$ cat config.mk
export PLATFORM = sky130hd
export DESIGN_NAME = wdt_two_stage
export DESIGN_NICKNAME = d
export VERILOG_FILES = /design/src/rtl/wdt_pkg.sv /design/src/rtl/wdt_counter.sv /design/src/rtl/wdt_stage.sv /design/src/rtl/wdt_regs.sv /design/src/rtl/wdt_two_stage.sv
export SDC_FILE = /design/constraint.sdc
export NUM_CORES = 1
export LEC_CHECK = 0
export CAP_MARGIN = 40
export CORE_UTILIZATION = 50
export CTS_CLUSTER_DIAMETER = 100
export CTS_CLUSTER_SIZE = 14
export DETAILED_ROUTE_END_ITERATION = 10
export HOLD_SLACK_MARGIN = 0.12
export PLACE_DENSITY = 0.78
export SETUP_SLACK_MARGIN = 0.5
export SYNTH_ARGS = -nofsm -noshare
export SYNTH_HDL_FRONTEND = slang
export SYNTH_SLANG_ARGS = --single-unit
export TNS_END_PERCENT = 10
$ cat constraint.sdc
create_clock -name clk_i -period 4.6 [get_ports clk_i]
set_clock_uncertainty 0.1 [all_clocks]
set_input_delay 0.69 -clock clk_i [delete_from_list [all_inputs] [get_ports clk_i]]
set_output_delay 0.69 -clock clk_i [all_outputs]
set_load 0.05 [all_outputs]
$ cat src/rtl/wdt_pkg.sv
package wdt_pkg;
  localparam int DATA_W       = 8;
  localparam int ADDR_W       = 2;
  localparam int FLAG_BIT     = 3;
  localparam int NOREBOOT_BIT = 0;

  typedef enum logic [ADDR_W-1:0] {
    REG_PERIOD = 2'd0,
    REG_CTRL   = 2'd1,
    REG_STATUS = 2'd2,
    REG_NONE   = 2'd3
  } reg_addr_e;
endpackage

$ cat src/rtl/wdt_counter.sv
module wdt_counter #(
  parameter int              CNT_W   = 8,
  parameter logic [CNT_W-1:0] RST_VAL = '1
) (
  input  logic             clk_i,
  input  logic             rst_ni,
  input  logic             soft_clr_i,
  input  logic             tick_i,
  input  logic             reload_i,
  input  logic [CNT_W-1:0] period_i,
  output logic             expire_o
);
  logic [CNT_W-1:0] cnt_q;

  // reload masks the tick: no expiry in a keepalive cycle
  assign expire_o = tick_i && !reload_i && (cnt_q <= CNT_W'(1));

  always_ff @(posedge clk_i or negedge rst_ni) begin
    if (!rst_ni)         cnt_q <= RST_VAL;
    else if (soft_clr_i) cnt_q <= RST_VAL;
    else if (reload_i)   cnt_q <= period_i;
    else if (expire_o)   cnt_q <= period_i;
    else if (tick_i)     cnt_q <= cnt_q - CNT_W'(1);
  end

  AST_TICK_DECREMENTS: assert property (@(posedge clk_i) disable iff (!rst_ni)
    (tick_i && !reload_i && !soft_clr_i && cnt_q > CNT_W'(1)) |=> (cnt_q == $past(cnt_q) - CNT_W'(1)));
  AST_IDLE_HOLDS: assert property (@(posedge clk_i) disable iff (!rst_ni)
    (!tick_i && !reload_i && !soft_clr_i) |=> $stable(cnt_q));
endmodule

$ cat src/rtl/wdt_stage.sv
module wdt_stage (
  input  logic clk_i,
  input  logic rst_ni,
  input  logic expire_i,
  input  logic keepalive_i,
  input  logic w1c_i,
  input  logic no_reboot_i,
  output logic flag_o,
  output logic fire_o,
  output logic rst_req_o
);
  logic flag_q, rst_q;

  assign fire_o    = expire_i && flag_q && !no_reboot_i;
  assign flag_o    = flag_q;
  assign rst_req_o = rst_q;

  always_ff @(posedge clk_i or negedge rst_ni) begin
    if (!rst_ni) begin
      flag_q <= 1'b0;
      rst_q  <= 1'b0;
    end else begin
      rst_q <= fire_o;
      if (fire_o)                    flag_q <= 1'b0;
      else if (expire_i)             flag_q <= 1'b1; // set beats a same-cycle clear
      else if (keepalive_i || w1c_i) flag_q <= 1'b0;
    end
  end

  AST_FIRST_EXPIRY_SETS: assert property (@(posedge clk_i) disable iff (!rst_ni)
    (expire_i && !flag_q) |=> flag_q);
  AST_RST_SINGLE_CYCLE: assert property (@(posedge clk_i) disable iff (!rst_ni)
    rst_q |=> !rst_q);
  AST_RST_NEEDS_FLAG: assert property (@(posedge clk_i) disable iff (!rst_ni)
    rst_q |-> ($past(flag_q) && $past(expire_i)));
  AST_RST_CLEARS_FLAG: assert property (@(posedge clk_i) disable iff (!rst_ni)
    rst_q |-> !flag_q);
  AST_KEEPALIVE_CLEARS: assert property (@(posedge clk_i) disable iff (!rst_ni)
    keepalive_i |=> !flag_q);
endmodule

$ cat src/rtl/wdt_regs.sv
module wdt_regs
  import wdt_pkg::*;
#(
  parameter logic [DATA_W-1:0] RST_PERIOD = 8'd255
) (
  input  logic              clk_i,
  input  logic              rst_ni,
  input  logic              soft_clr_i,
  input  logic              we_i,
  input  logic [ADDR_W-1:0] addr_i,
  input  logic [DATA_W-1:0] wdata_i,
  input  logic              flag_i,
  output logic [DATA_W-1:0] rdata_o,
  output logic [DATA_W-1:0] period_o,
  output logic              no_reboot_o,
  output logic              flag_clr_o
);
  logic [DATA_W-1:0] period_q;
  logic              no_reboot_q;
  reg_addr_e         sel;

  assign sel         = reg_addr_e'(addr_i);
  assign period_o    = period_q;
  assign no_reboot_o = no_reboot_q;
  assign flag_clr_o  = we_i && (sel == REG_STATUS) && wdata_i[FLAG_BIT];

  always_ff @(posedge clk_i or negedge rst_ni) begin
    if (!rst_ni) begin
      period_q    <= RST_PERIOD;
      no_reboot_q <= 1'b0;
    end else if (soft_clr_i) begin
      period_q    <= RST_PERIOD;
      no_reboot_q <= 1'b0;
    end else if (we_i) begin
      if (sel == REG_PERIOD) period_q    <= wdata_i;
      if (sel == REG_CTRL)   no_reboot_q <= wdata_i[NOREBOOT_BIT];
    end
  end

  always_comb begin
    rdata_o = '0;
    case (sel)
      REG_PERIOD: rdata_o = period_q;
      REG_CTRL:   rdata_o[NOREBOOT_BIT] = no_reboot_q;
      REG_STATUS: rdata_o[FLAG_BIT] = flag_i;
      default:    rdata_o = '0;
    endcase
  end

  AST_STATUS_READ_MASK: assert property (@(posedge clk_i) disable iff (!rst_ni)
    (sel == REG_STATUS) |-> ((rdata_o & ~(DATA_W'(1) << FLAG_BIT)) == '0));
  AST_SOFT_CLR_PERIOD: assert property (@(posedge clk_i) disable iff (!rst_ni)
    soft_clr_i |=> (period_q == RST_PERIOD && !no_reboot_q));
endmodule

$ cat src/rtl/wdt_two_stage.sv
module wdt_two_stage
  import wdt_pkg::*;
#(
  parameter logic [DATA_W-1:0] RST_PERIOD = 8'd255
) (
  input  logic              clk_i,
  input  logic              rst_ni,
  input  logic              reg_we_i,
  input  logic [ADDR_W-1:0] reg_addr_i,
  input  logic [DATA_W-1:0] reg_wdata_i,
  output logic [DATA_W-1:0] reg_rdata_o,
  input  logic              reload_i,
  input  logic              tick_i,
  output logic              sys_rst_o
);
  logic [DATA_W-1:0] period;
  logic no_reboot, flag, flag_clr, expire, fire;

  wdt_regs #(.RST_PERIOD(RST_PERIOD)) u_regs (
    .clk_i, .rst_ni,
    .soft_clr_i (fire),
    .we_i       (reg_we_i),
    .addr_i     (reg_addr_i),
    .wdata_i    (reg_wdata_i),
    .flag_i     (flag),
    .rdata_o    (reg_rdata_o),
    .period_o   (period),
    .no_reboot_o(no_reboot),
    .flag_clr_o (flag_clr)
  );

  wdt_counter #(.CNT_W(DATA_W), .RST_VAL(RST_PERIOD)) u_cnt (
    .clk_i, .rst_ni,
    .soft_clr_i(fire),
    .tick_i    (tick_i),
    .reload_i  (reload_i),
    .period_i  (period),
    .expire_o  (expire)
  );

  wdt_stage u_stage (
    .clk_i, .rst_ni,
    .expire_i   (expire),
    .keepalive_i(reload_i),
    .w1c_i      (flag_clr),
    .no_reboot_i(no_reboot),
    .flag_o     (flag),
    .fire_o     (fire),
    .rst_req_o  (sys_rst_o)
  );

  AST_NO_REBOOT_QUIET: assert property (@(posedge clk_i) disable iff (!rst_ni)
    sys_rst_o |-> !$past(no_reboot));
endmodule

==> results of run 1 <==
[final timing paths]
kind                                                     start                              to  cells after the start
worst min register to register  u_regs.period_o[1]$_DFFE_PN1P_  u_regs.period_o[1]$_DFFE_PN1P_                      2
worst max-delay path                             reg_addr_i[1]                  reg_rdata_o[5]                      4
max in group asynchronous                               rst_ni     u_stage.rst_req_o$_DFF_PN0_                      1
min in group asynchronous                               rst_ni      u_stage.flag_o$_DFFE_PN0P_                      1
worst min-delay path            u_regs.period_o[1]$_DFFE_PN1P_  u_regs.period_o[1]$_DFFE_PN1P_                      2
worst max register to register      u_cnt.cnt_q[0]$_DFFE_PN1P_      u_cnt.cnt_q[3]$_DFFE_PN1P_                      6
[worst min-delay path, stage by stage (launching register included)]
cell	delay, ns
dfstp_2	0.39
nand2_1	0.05
nand3_1	0.07
[area by class of cell]
type	instances	area, um^2
Fill cell	177	656
Multi-Input combinational cell	94	594
Tap cell	27	33.8
Inverter	7	26.3
Sequential cell	19	495
Timing Repair Buffer	23	230
Clock buffer	4	26.3
[cells in the final DEF, fill, tap and decap left out, drive strengths merged, types with 2 or more instances in the layout]
| master | count |
|---|---|
| nor2 | 7 |
| nor3 | 4 |
| a21oi | 2 |
| nand2 | 17 |
| and2 | 8 |
| nand3 | 20 |
| clkdlybuf4s50 | 23 |
| inv | 7 |
| clkbuf | 4 |
| o211ai | 2 |
| nand4b | 2 |
| dfstp | 16 |
| nor2b | 2 |
| ha | 2 |
| mux2i | 4 |
| dfrtp | 3 |
| a31oi | 2 |
[kinds of logic after synthesis]
group,after synthesis,synth area share (%)
adder cells (fa/ha/maj),2,2.19
multiplexers,4,3.51
AO/OA/AOI/OAI,19,13.3
buffers and inverters,12,4.60
AND/OR/NAND/NOR,67,31.5
XOR/XNOR,2,1.53
flip-flops,19,43.4
[synthesized netlist by cell type (2+ instances only)]
cell type | n | area share, %
ha_1 | 2 | 2.2
nor2_1 | 7 | 2.3
a21oi_1 | 2 | 0.88
nand2_1 | 16 | 5.3
o211ai_1 | 2 | 1.3
inv_1 | 7 | 2.3
a31oi_1 | 2 | 1.1
and2_1 | 7 | 3.8
dfrtp_1 | 3 | 6.6
nand4b_1 | 2 | 1.5
nor2b_1 | 2 | 1.1
nand3_1 | 20 | 8.8
nor3_1 | 3 | 1.3
dfstp_2 | 16 | 37
mux2i_1 | 4 | 3.5
clkbuf_1 | 4 | 1.3
[sequential cells by signal, summed over array words and instances (netlist names)]
| name | flops |
|---|---|
| u_regs.period_o | 8 |
| u_stage.flag_o | 1 |
| u_stage.rst_req_o | 1 |
| u_cnt.cnt_q | 8 |
| u_regs.no_reboot_o | 1 |
[per-stage QoR]
stage               setup slack (ns)  area, um^2  cells  hold slack, ns  util [%]
floorplan                       1.87        1140    125           0.294         -
global placement               0.968        1380    170           0.375      66.9
detailed placement             0.924        1380    170           0.384      66.9
CTS                            0.935        1410    174           0.400      68.2
global route                   0.709        1410    174           0.418      68.2
finish                         0.919        1410    174           0.394      68.2
[report_power, final]
part	total, mW	switching, mW	internal, mW	leakage [nW]
Combinational	0.142	0.0786	0.0637	0.357
Sequential	0.245	0.0305	0.215	0.208
Clock	0.0865	0.0527	0.0338	0.0150
Total	0.474	0.162	0.312	0.580
[per-layer routing]
layer | global-route usage (%) | share of wire, %
met1 | 33.4 | 46
met2 | 41.4 | 48
met3 | 3.70 | 3.9
met4 | 9.52 | 1.5
met5 | 0 | 0
==> results by group, run 1 <==
STA
  • Final hold violations: 0
  • Worst slew pin tran: between 0.8 and 0.9 ns
  • Min cycle time layout: 3.68 ns
  • Slew margin rel.: about 45%
  • Unrepaired setup endpoints after global routing: no
  • Fin crit share: around 80%
  • FMAX: 272 MHz
  • Fin Setup TNS: 0 ns
  • # setup viols final: 0
  • Max Slew Vio Count: 0

Setup path
  • Critical path class: in -> out
  • Crit-path most repeated cell: clkdlybuf4s50_1
  • Max incr delay on CP: 0.80 ns
  • CP Max Fanout: 14
  • Critical path required time: around 3.8 ns
  • Startpoint Class: input port
  • Slowest CP cell: clkdlybuf4s50_1
  • Worst Setup End Kind: output pin
  • Worst Path Buf+Inv: 2
  • Family with the most delay on the worst path: buffers and inverters
  • Arr. time, crit path: about 2.9 ns
  • R2r setup slk: between 2 and 2.5 ns
  • Crit path cell chain: clkdlybuf4s50_1 > nor2_1 > and2_1 > clkdlybuf4s50_1

Logic synthesis
  • Synth warnings: 0
  • Mapped Nets: ~140
  • Prevailing post-synth register cell: dfstp_2
  • Post-synth ARST share: 100%
  • Yosys reg bits: 19
  • Avg Inst Size Synth: 9.14 um^2
  • Seq/Total Area, Yosys: between 40 and 50%
  • Syn Inst Count: approximately 130
  • Number of synthesized flops with an enable pin: 0
  • Mapped Area: around 0.0011 mm^2
  • Post-synth cell types: 42

Floorplanning
  • Num ports: 24
  • DIE AREA: between 0.002 and 0.0025 mm^2
  • Std-Cell Rows: 16
  • Initial core utilization: 55.4%
  • Die Wd: ~50 um
  • Die H: 49.8 um
  • Core ar.: about 0.0021 mm^2

Power
  • Overall power: around 470 uW
  • Maximum vdd ir drop: between 200 and 250 uV
  • PwrDens: approximately 340 mW/mm^2
  • Leak: between 0.5 and 0.6 nW

Clocking
  • CTS root buffer: clkbuf_4
  • Clk sinks: 19
  • Worst-path clk slew: 0.11 ns
  • CTS Buf Count: 3
  • CTS tree: built
  • CTS max path bufs: 2
  • Hold Buf Count CTS: 0
  • PostCTS Resize Cnt: 0
  • CTS H-tree depth: 1
  • Setup bufs post-CTS: 0
  • Skew-Pair Late Insertion Delay: ~0.30 ns

Cells and area
  • Share of post-route cells with drive strength above 1: 18.4%
  • Antenna diode count: 0
  • Area growth syn-to-layout: 23.1%
  • Nets: 165

Route
  • Antenna Violating Nets Remaining: 0
  • Final WL: roughly 2.6 mm
  • Iteration count of the initial detailed-routing pass: 4
  • Initial DRC Count: 27
  • Total number of vias: around 1.0k
  • Wire length per cell: approximately 15 um
  • Via/cell ratio: 5.83
  • DRC: 0

Job
  • Max-cap check violation count: 0

Global route
  • Gr usage total: about 25%
  • Largest net degree at the start of global routing: 20
  • Vias in the first global route: just over 1k
  • First-pass GRT wire length: around 4.7 mm
  • GR Overflow Total: 0
  • Initial antenna violation count: 0

Place
  • IO buf count: 23
  • Placer's final routability congestion estimate: ~0.87
  • Post-DP HPWL: roughly 2.0 mm

Outcome
  • Status: completed

Min path
  • Hold Crit Class: reg -> reg
Note: power is estimated with default switching activity, not from simulation.
==> run 2, diff against run 1 <==
==> constraint.sdc (replaced) <==
create_clock -name clk_i -period 3.55 [get_ports clk_i]
set_clock_uncertainty 0.1 [all_clocks]
set_input_delay 0.5325 -clock clk_i [delete_from_list [all_inputs] [get_ports clk_i]]
set_output_delay 0.5325 -clock clk_i [all_outputs]
set_load 0.05 [all_outputs]
==> results by group, run 2 (synthesized netlist as in run 1, its figures left out) <==
Cells and area
  • Commonest non-fill, non-tap cells in the layout: nand3_1, clkdlybuf4s50_1, nand2_1, dfstp_2 (was clkdlybuf4s50_1, nand3_1, nand2_1, dfstp_2)
  • FF+latch area: 495 um^2 (unchanged)
  • Commonest non-fill, non-tap cell in the layout: nand3_1 (was clkdlybuf4s50_1)
  • Share of post-route cells with drive strength above 1: 23.0% (was 18.4%)
  • Nets: 166 (was 165)
  • Fillers: 165 (was 177)
  • Area growth syn-to-layout: 22.8% (was 23.1%)
  • Antenna diode count: 0 (unchanged)
  • Multi-input gate area: 594 um^2 (unchanged)
  • Final cell count without fillers: 175 (was 174)

Global route
  • Gr usage total: 22.9% (was 25.2%)
  • Initial antenna violation count: 0 (unchanged)
  • First-pass GRT wire length: 4.21 mm (was 4.72 mm)
  • GR Overflow Total: 0 (unchanged)
  • Largest net degree at the start of global routing: 20 (unchanged)
  • Vias in the first global route: 904 (was 1019)

Clocking
  • CTS Buf Count: 3 (unchanged)
  • Hold Buf Count CTS: 0 (unchanged)
  • Skew-Pair Late Insertion Delay: 0.29 ns (was 0.30 ns)
  • PostCTS Resize Cnt: 0 (unchanged)
  • CTS H-tree depth: 1 (unchanged)
  • Setup bufs post-CTS: 0 (unchanged)
  • Clk sinks: 19 (unchanged)
  • CTS max path bufs: 2 (unchanged)
  • CTS root buffer: clkbuf_4 (unchanged)
  • Worst-path clk slew: 0.11 ns (about the same)
  • CTS tree: built (unchanged)

Route
  • Via/cell ratio: 5.58 (was 5.83)
  • Initial DRC Count: 21 (was 27)
  • Antenna Violating Nets Remaining: 0 (unchanged)
  • Total number of vias: 976 (was 1014)
  • DRC: 0 (unchanged)
  • Iteration count of the initial detailed-routing pass: 4 (unchanged)
  • Final WL: 2.56 mm (was 2.57 mm)
  • Wire length per cell: 14.6 um (was 14.8 um)

Setup path
  • Critical path class: in -> out (unchanged)
  • Reg2reg path depth: 6 (unchanged)
  • Worst Setup End Kind: output pin (unchanged)
  • Startpoint Class: input port (unchanged)
  • Arr. time, crit path: 2.16 ns (was 2.89 ns)
  • CP Max Fanout: 7 (was 14)
  • Crit path cell chain: clkdlybuf4s50_1 > mux2i_1 > nor2_1 > clkdlybuf4s50_1 (was clkdlybuf4s50_1 > nor2_1 > and2_1 > clkdlybuf4s50_1)
  • Critical path required time: 2.92 ns (was 3.81 ns)
  • Slowest CP cell: clkdlybuf4s50_1 (unchanged)
  • Max incr delay on CP: 0.81 ns (was 0.80 ns)
  • Crit-path most repeated cell: clkdlybuf4s50_1 (unchanged)

STA
  • Fin Setup TNS: 0 ns (unchanged)
  • Min cycle time layout: roughly 2.8 ns
  • Worst slew pin tran: 0.842 ns (was 0.821 ns)
  • Unrepaired setup endpoints after global routing: no (unchanged)
  • Final Worst Setup Slack: 0.756 ns (was 0.919 ns)
  • # setup viols final: 0 (unchanged)
  • Slew margin rel.: 43.7% (was 45.1%)
  • Final hold violations: 0 (unchanged)
  • FMAX: around 360 MHz
  • Fin crit share: 78.7%
  • Max Slew Vio Count: 0 (unchanged)

Place
  • DP Worst Slack: 0.752 ns (was 0.924 ns)
  • IO buf count: 23 (unchanged)
  • Placer's final routability congestion estimate: 0.846 (was 0.867)
  • Placed Cells incl. Taps: 171 (was 170)
  • Post-DP HPWL: 1.98 mm (was 1.95 mm)

Floorplanning
  • Std-Cell Rows: 16 (unchanged)
  • Die H: 49.8 um (unchanged)
  • Initial core utilization: 55.4% (unchanged)
  • Core ar.: 0.00206 mm^2 (unchanged)
  • Die Wd: 49.8 um (unchanged)
  • Num ports: 24 (unchanged)
  • DIE AREA: 0.00248 mm^2 (unchanged)

Power
  • Maximum vdd ir drop: 346 uV (was 238 uV)
  • Part of the power in registers: 52.2% (was 51.7%)
  • Comb power frac: 30.0% (about the same)
  • PwrDens: 433 mW/mm^2 (was 337 mW/mm^2)
  • Sw Ratio: 33.9% (was 34.1%)
  • Clk pwr share: 17.8% (was 18.3%)
  • Psw: 206 uW (was 162 uW)
  • Internal power: 402 uW (was 312 uW)
  • Leak: 0.597 nW (was 0.580 nW)

Min path
  • Hold Crit Class: reg -> reg (unchanged)
  • Hold path cells: 2 (unchanged)

Job
  • Max-cap check violation count: 0 (unchanged)

Outcome
  • Status: completed (unchanged)
## run 2: cell types whose count changed in the layout (fill, tap and decap cells not counted), sizes merged
cell,before,now
clkdlybuf4s50,23,18
clkbuf,4,3
buf,0,6
clkinv,0,1
## run 2: worst max-delay path, delay by kind of cell
kind,cells,cell delay [ns]
simple gates,1,0.10
mux,1,0.11
buf+inv,2,1.42
## run 2: power by group through the flow
stage | Sequential, mW | Clock [mW] | Combinational [mW]
after floorplan | 0.308 | 0 | 0.131
after global routing | 0.323 | 0.125 | 0.199
final | 0.317 | 0.108 | 0.183
after global placement | 0.319 | 0 | 0.175
after CTS | 0.317 | 0.113 | 0.183
after detailed placement | 0.320 | 0 | 0.182
## run 2: area by class of cell
type	count	share of cell area [%]
clock inverter	1	0.357
timing repair buffer	24	16.1
multi-input combinational	94	42.4
inverter	7	1.87
sequential	19	35.3
tap	27	2.41
clock buffer	3	1.61
## run 2: per-layer routing
metal	track usage [%]	vias up	part of all wire (%)
li1	-	495	-
met1	29.9	457	47
met2	36.0	22	48
met3	5.25	2	4.3
met4	10.0	0	0.55
met5	0	-	0
## run 2: stage by stage
| step | hold slack, ns | instance area (um^2) | power, mW | utilization, % |
|---|---|---|---|---|
| final | 0.397 | 1400 | 0.608 | 68.0 |
| after global routing | 0.416 | 1400 | 0.647 | 68.0 |
| after CTS | 0.400 | 1400 | 0.613 | 68.0 |
| after detailed placement | 0.383 | 1380 | 0.502 | 66.7 |
| after global placement | 0.373 | 1380 | 0.494 | 66.7 |
| after floorplan | 0.137 | 1140 | 0.439 | - |
## run 2: final timing paths
kind / from / to / slack [ns]
setup / recovery: reg_addr_i[1] / reg_rdata_o[3] / 0.76
setup reg to reg: u_cnt.cnt_q[0]$_DFFE_PN1P_ / u_cnt.cnt_q[3]$_DFFE_PN1P_ / 1.28
min in group asynchronous: rst_ni / u_stage.rst_req_o$_DFF_PN0_ / 0.61
hold / removal: u_regs.period_o[2]$_DFFE_PN1P_ / u_regs.period_o[2]$_DFFE_PN1P_ / 0.40
hold reg to reg: u_regs.period_o[2]$_DFFE_PN1P_ / u_regs.period_o[2]$_DFFE_PN1P_ / 0.40
max in group asynchronous: rst_ni / u_regs.no_reboot_o$_DFFE_PN0P_ / 2.22
==> run 3, diff against run 2 <==
==> constraint.sdc (replaced) <==
create_clock -name clk_i -period 2.7 [get_ports clk_i]
set_clock_uncertainty 0.1 [all_clocks]
set_input_delay 0.405 -clock clk_i [delete_from_list [all_inputs] [get_ports clk_i]]
set_output_delay 0.405 -clock clk_i [all_outputs]
set_load 0.05 [all_outputs]
==> results by group, run 3 (synthesized netlist as in run 1, its figures left out) <==
Global route
  • Vias in the first global route: 939 (was 904)
  • Gr usage total: 23.7% (was 22.9%)
  • Largest net degree at the start of global routing: 20 (unchanged)
  • GR Overflow Total: 0 (unchanged)
  • First-pass GRT wire length: 4.37 mm (was 4.21 mm)
  • Initial antenna violation count: 0 (unchanged)

Setup path
  • CP Max Fanout: 14 (was 7)
  • Family with the most delay on the worst path: buffers and inverters (unchanged)
  • Worst Path Buf+Inv: 3 (was 2)
  • Reg2reg path depth: 6 (unchanged)
  • Max incr delay on CP: 0.61 ns (was 0.81 ns)
  • CP Depth: 5 (was 4)
  • R2r setup slk: 0.58 ns (was 1.28 ns)
  • Worst Setup End Kind: output pin (unchanged)
  • Critical path class: in -> out (unchanged)
  • Arr. time, crit path: 1.62 ns (was 2.16 ns)
  • Slowest CP cell: clkdlybuf4s50_1 (unchanged)
  • Crit path cell chain: clkdlybuf4s50_1 > nor2_1 > buf_4 > and2_1 > buf_12 (was clkdlybuf4s50_1 > mux2i_1 > nor2_1 > clkdlybuf4s50_1)
  • R2r endpoint: u_cnt.cnt_q[0]$_DFFE_PN1P_ (was u_cnt.cnt_q[3]$_DFFE_PN1P_)
  • Startpoint Class: input port (unchanged)
  • Worst r2r src: u_cnt.cnt_q[1]$_DFFE_PN1P_ (was u_cnt.cnt_q[0]$_DFFE_PN1P_)
  • Critical path required time: 2.19 ns (was 2.92 ns)

Clocking
  • CTS max path bufs: 2 (unchanged)
  • CTS tree: built (unchanged)
  • Hold Buf Count CTS: 0 (unchanged)
  • Clk sinks: 19 (unchanged)
  • CTS Buf Count: 3 (unchanged)
  • Worst-path clk slew: 0.10 ns (was 0.11 ns)
  • Skew-Pair Late Insertion Delay: 0.30 ns (was 0.29 ns)
  • CTS root buffer: clkbuf_4 (unchanged)
  • CTS H-tree depth: 1 (unchanged)

STA
  • Fin crit share: ~79%
  • FMAX: 470 MHz
  • Min cycle time layout: roughly 2.1 ns
  • Final Worst Setup Slack: 0.570 ns (was 0.756 ns)
  • Final hold violations: 0 (unchanged)
  • Max Slew Vio Count: 0 (unchanged)
  • Worst slew pin tran: 0.818 ns (was 0.842 ns)
  • Slew margin rel.: 45.3% (was 43.7%)
  • # setup viols final: 0 (unchanged)
  • Unrepaired setup endpoints after global routing: no (unchanged)
  • Fin Setup TNS: 0 ns (unchanged)

Route
  • Initial DRC Count: 26 (was 21)
  • Via/cell ratio: 5.81 (was 5.58)
  • Iteration count of the initial detailed-routing pass: 4 (unchanged)
  • Final WL: 2.56 mm (about the same)
  • Total number of vias: 1023 (was 976)
  • Antenna Violating Nets Remaining: 0 (unchanged)
  • Wire length per cell: 14.6 um (about the same)
  • DRC: 0 (unchanged)

Job
  • Max-cap check violation count: 0 (unchanged)

Floorplanning
  • Num ports: 24 (unchanged)
  • Die Wd: 49.8 um (unchanged)
  • Core ar.: 0.00206 mm^2 (unchanged)
  • Die H: 49.8 um (unchanged)
  • DIE AREA: 0.00248 mm^2 (unchanged)
  • Std-Cell Rows: 16 (unchanged)
  • Initial core utilization: 55.4% (unchanged)

Power
  • Overall power: 824 uW (was 608 uW)
  • Leak: 0.621 nW (was 0.597 nW)
  • Maximum vdd ir drop: 316 uV (was 346 uV)
  • PwrDens: 559 mW/mm^2 (was 433 mW/mm^2)

Min path
  • Worst Hold Launch: u_regs.period_o[1]$_DFFE_PN1P_ (was u_regs.period_o[2]$_DFFE_PN1P_)
  • Hold Crit Class: reg -> reg (unchanged)
  • Hold-critical path endpoint: u_regs.period_o[1]$_DFFE_PN1P_ (was u_regs.period_o[2]$_DFFE_PN1P_)
  • Hold path cells: 2 (unchanged)

Cells and area
  • Antenna diode count: 0 (unchanged)
  • Commonest non-fill, non-tap cells in the layout: nand3_1, nand2_1, dfstp_2 (was nand3_1, clkdlybuf4s50_1, nand2_1, dfstp_2)
  • Fillers: 156 (was 165)
  • Commonest non-fill, non-tap cell in the layout: nand3_1 (unchanged)
  • Area growth syn-to-layout: 29.0% (was 22.8%)
  • Nets: 167 (was 166)
  • Share of post-route cells with drive strength above 1: 26.8% (was 23.0%)

Place
  • Placer's final routability congestion estimate: 0.870 (was 0.846)
  • Post-DP HPWL: 1.91 mm (was 1.98 mm)
  • IO buf count: 23 (unchanged)
  • DP Worst Slack: 0.401 ns (was 0.752 ns)

Outcome
  • Status: completed (unchanged)
[run 3: worst min-delay path, stage by stage (launching register included)]
cell,delay (ns)
dfstp_2,0.38
nand2_1,0.05
nand3_1,0.06
[run 3: stage by stage]
step,hold slack [ns],utilization [%],cells,area [um^2]
after global placement,0.375,69.4,171,1430
after CTS,0.394,71.0,175,1460
final,0.391,71.5,176,1470
after detailed placement,0.378,69.4,171,1430
after global routing,0.428,71.5,176,1470
after floorplan,0.00941,-,125,1140
[run 3: what timing repair did]
item,in CTS,in global routing
setup endpoints to repair,2,5
setup buffers,0,1
gates resized for setup,1,1
[run 3: power breakdown]
group,switching (mW),internal [mW]
clock network,0.0917,0.0552
logic,0.138,0.122
registers,0.0516,0.366
[run 3: area by class of cell]
type / count / area [um^2] / area share [%]
Multi-Input combinational cell: 94 / 603 / 40.9
Tap cell: 27 / 33.8 / 2.29
Inverter: 7 / 26.3 / 1.78
Sequential cell: 19 / 495 / 33.6
Timing Repair Buffer: 25 / 288 / 19.5
Clock buffer: 3 / 22.5 / 1.53
Clock inverter: 1 / 5.00 / 0.340
[run 3: worst max-delay path by stage]
stage	from	endpoint	slack [ns]
6_report	reg_addr_i[1]	reg_rdata_o[5]	0.57
5_1_grt	reg_addr_i[1]	reg_rdata_o[5]	0.50
4_1_cts	u_cnt.cnt_q[0]$_DFFE_PN1P_	u_cnt.cnt_q[0]$_DFFE_PN1P_	0.52
3_5_place_dp	tick_i	u_regs.no_reboot_o$_DFFE_PN0P_	0.40
3_3_place_gp	tick_i	u_regs.no_reboot_o$_DFFE_PN0P_	0.44
2_1_floorplan	reg_addr_i[1]	reg_rdata_o[1]	0.54
[run 3: per-layer routing]
metal / up-vias / GRT usage, % / wire (um)
li1: 493 / - / -
met1: 484 / 31.2 / 1130
met2: 38 / 37.6 / 1240
met3: 8 / 4.32 / 135
met4: 0 / 11.0 / 58
met5: - / 0 / 0
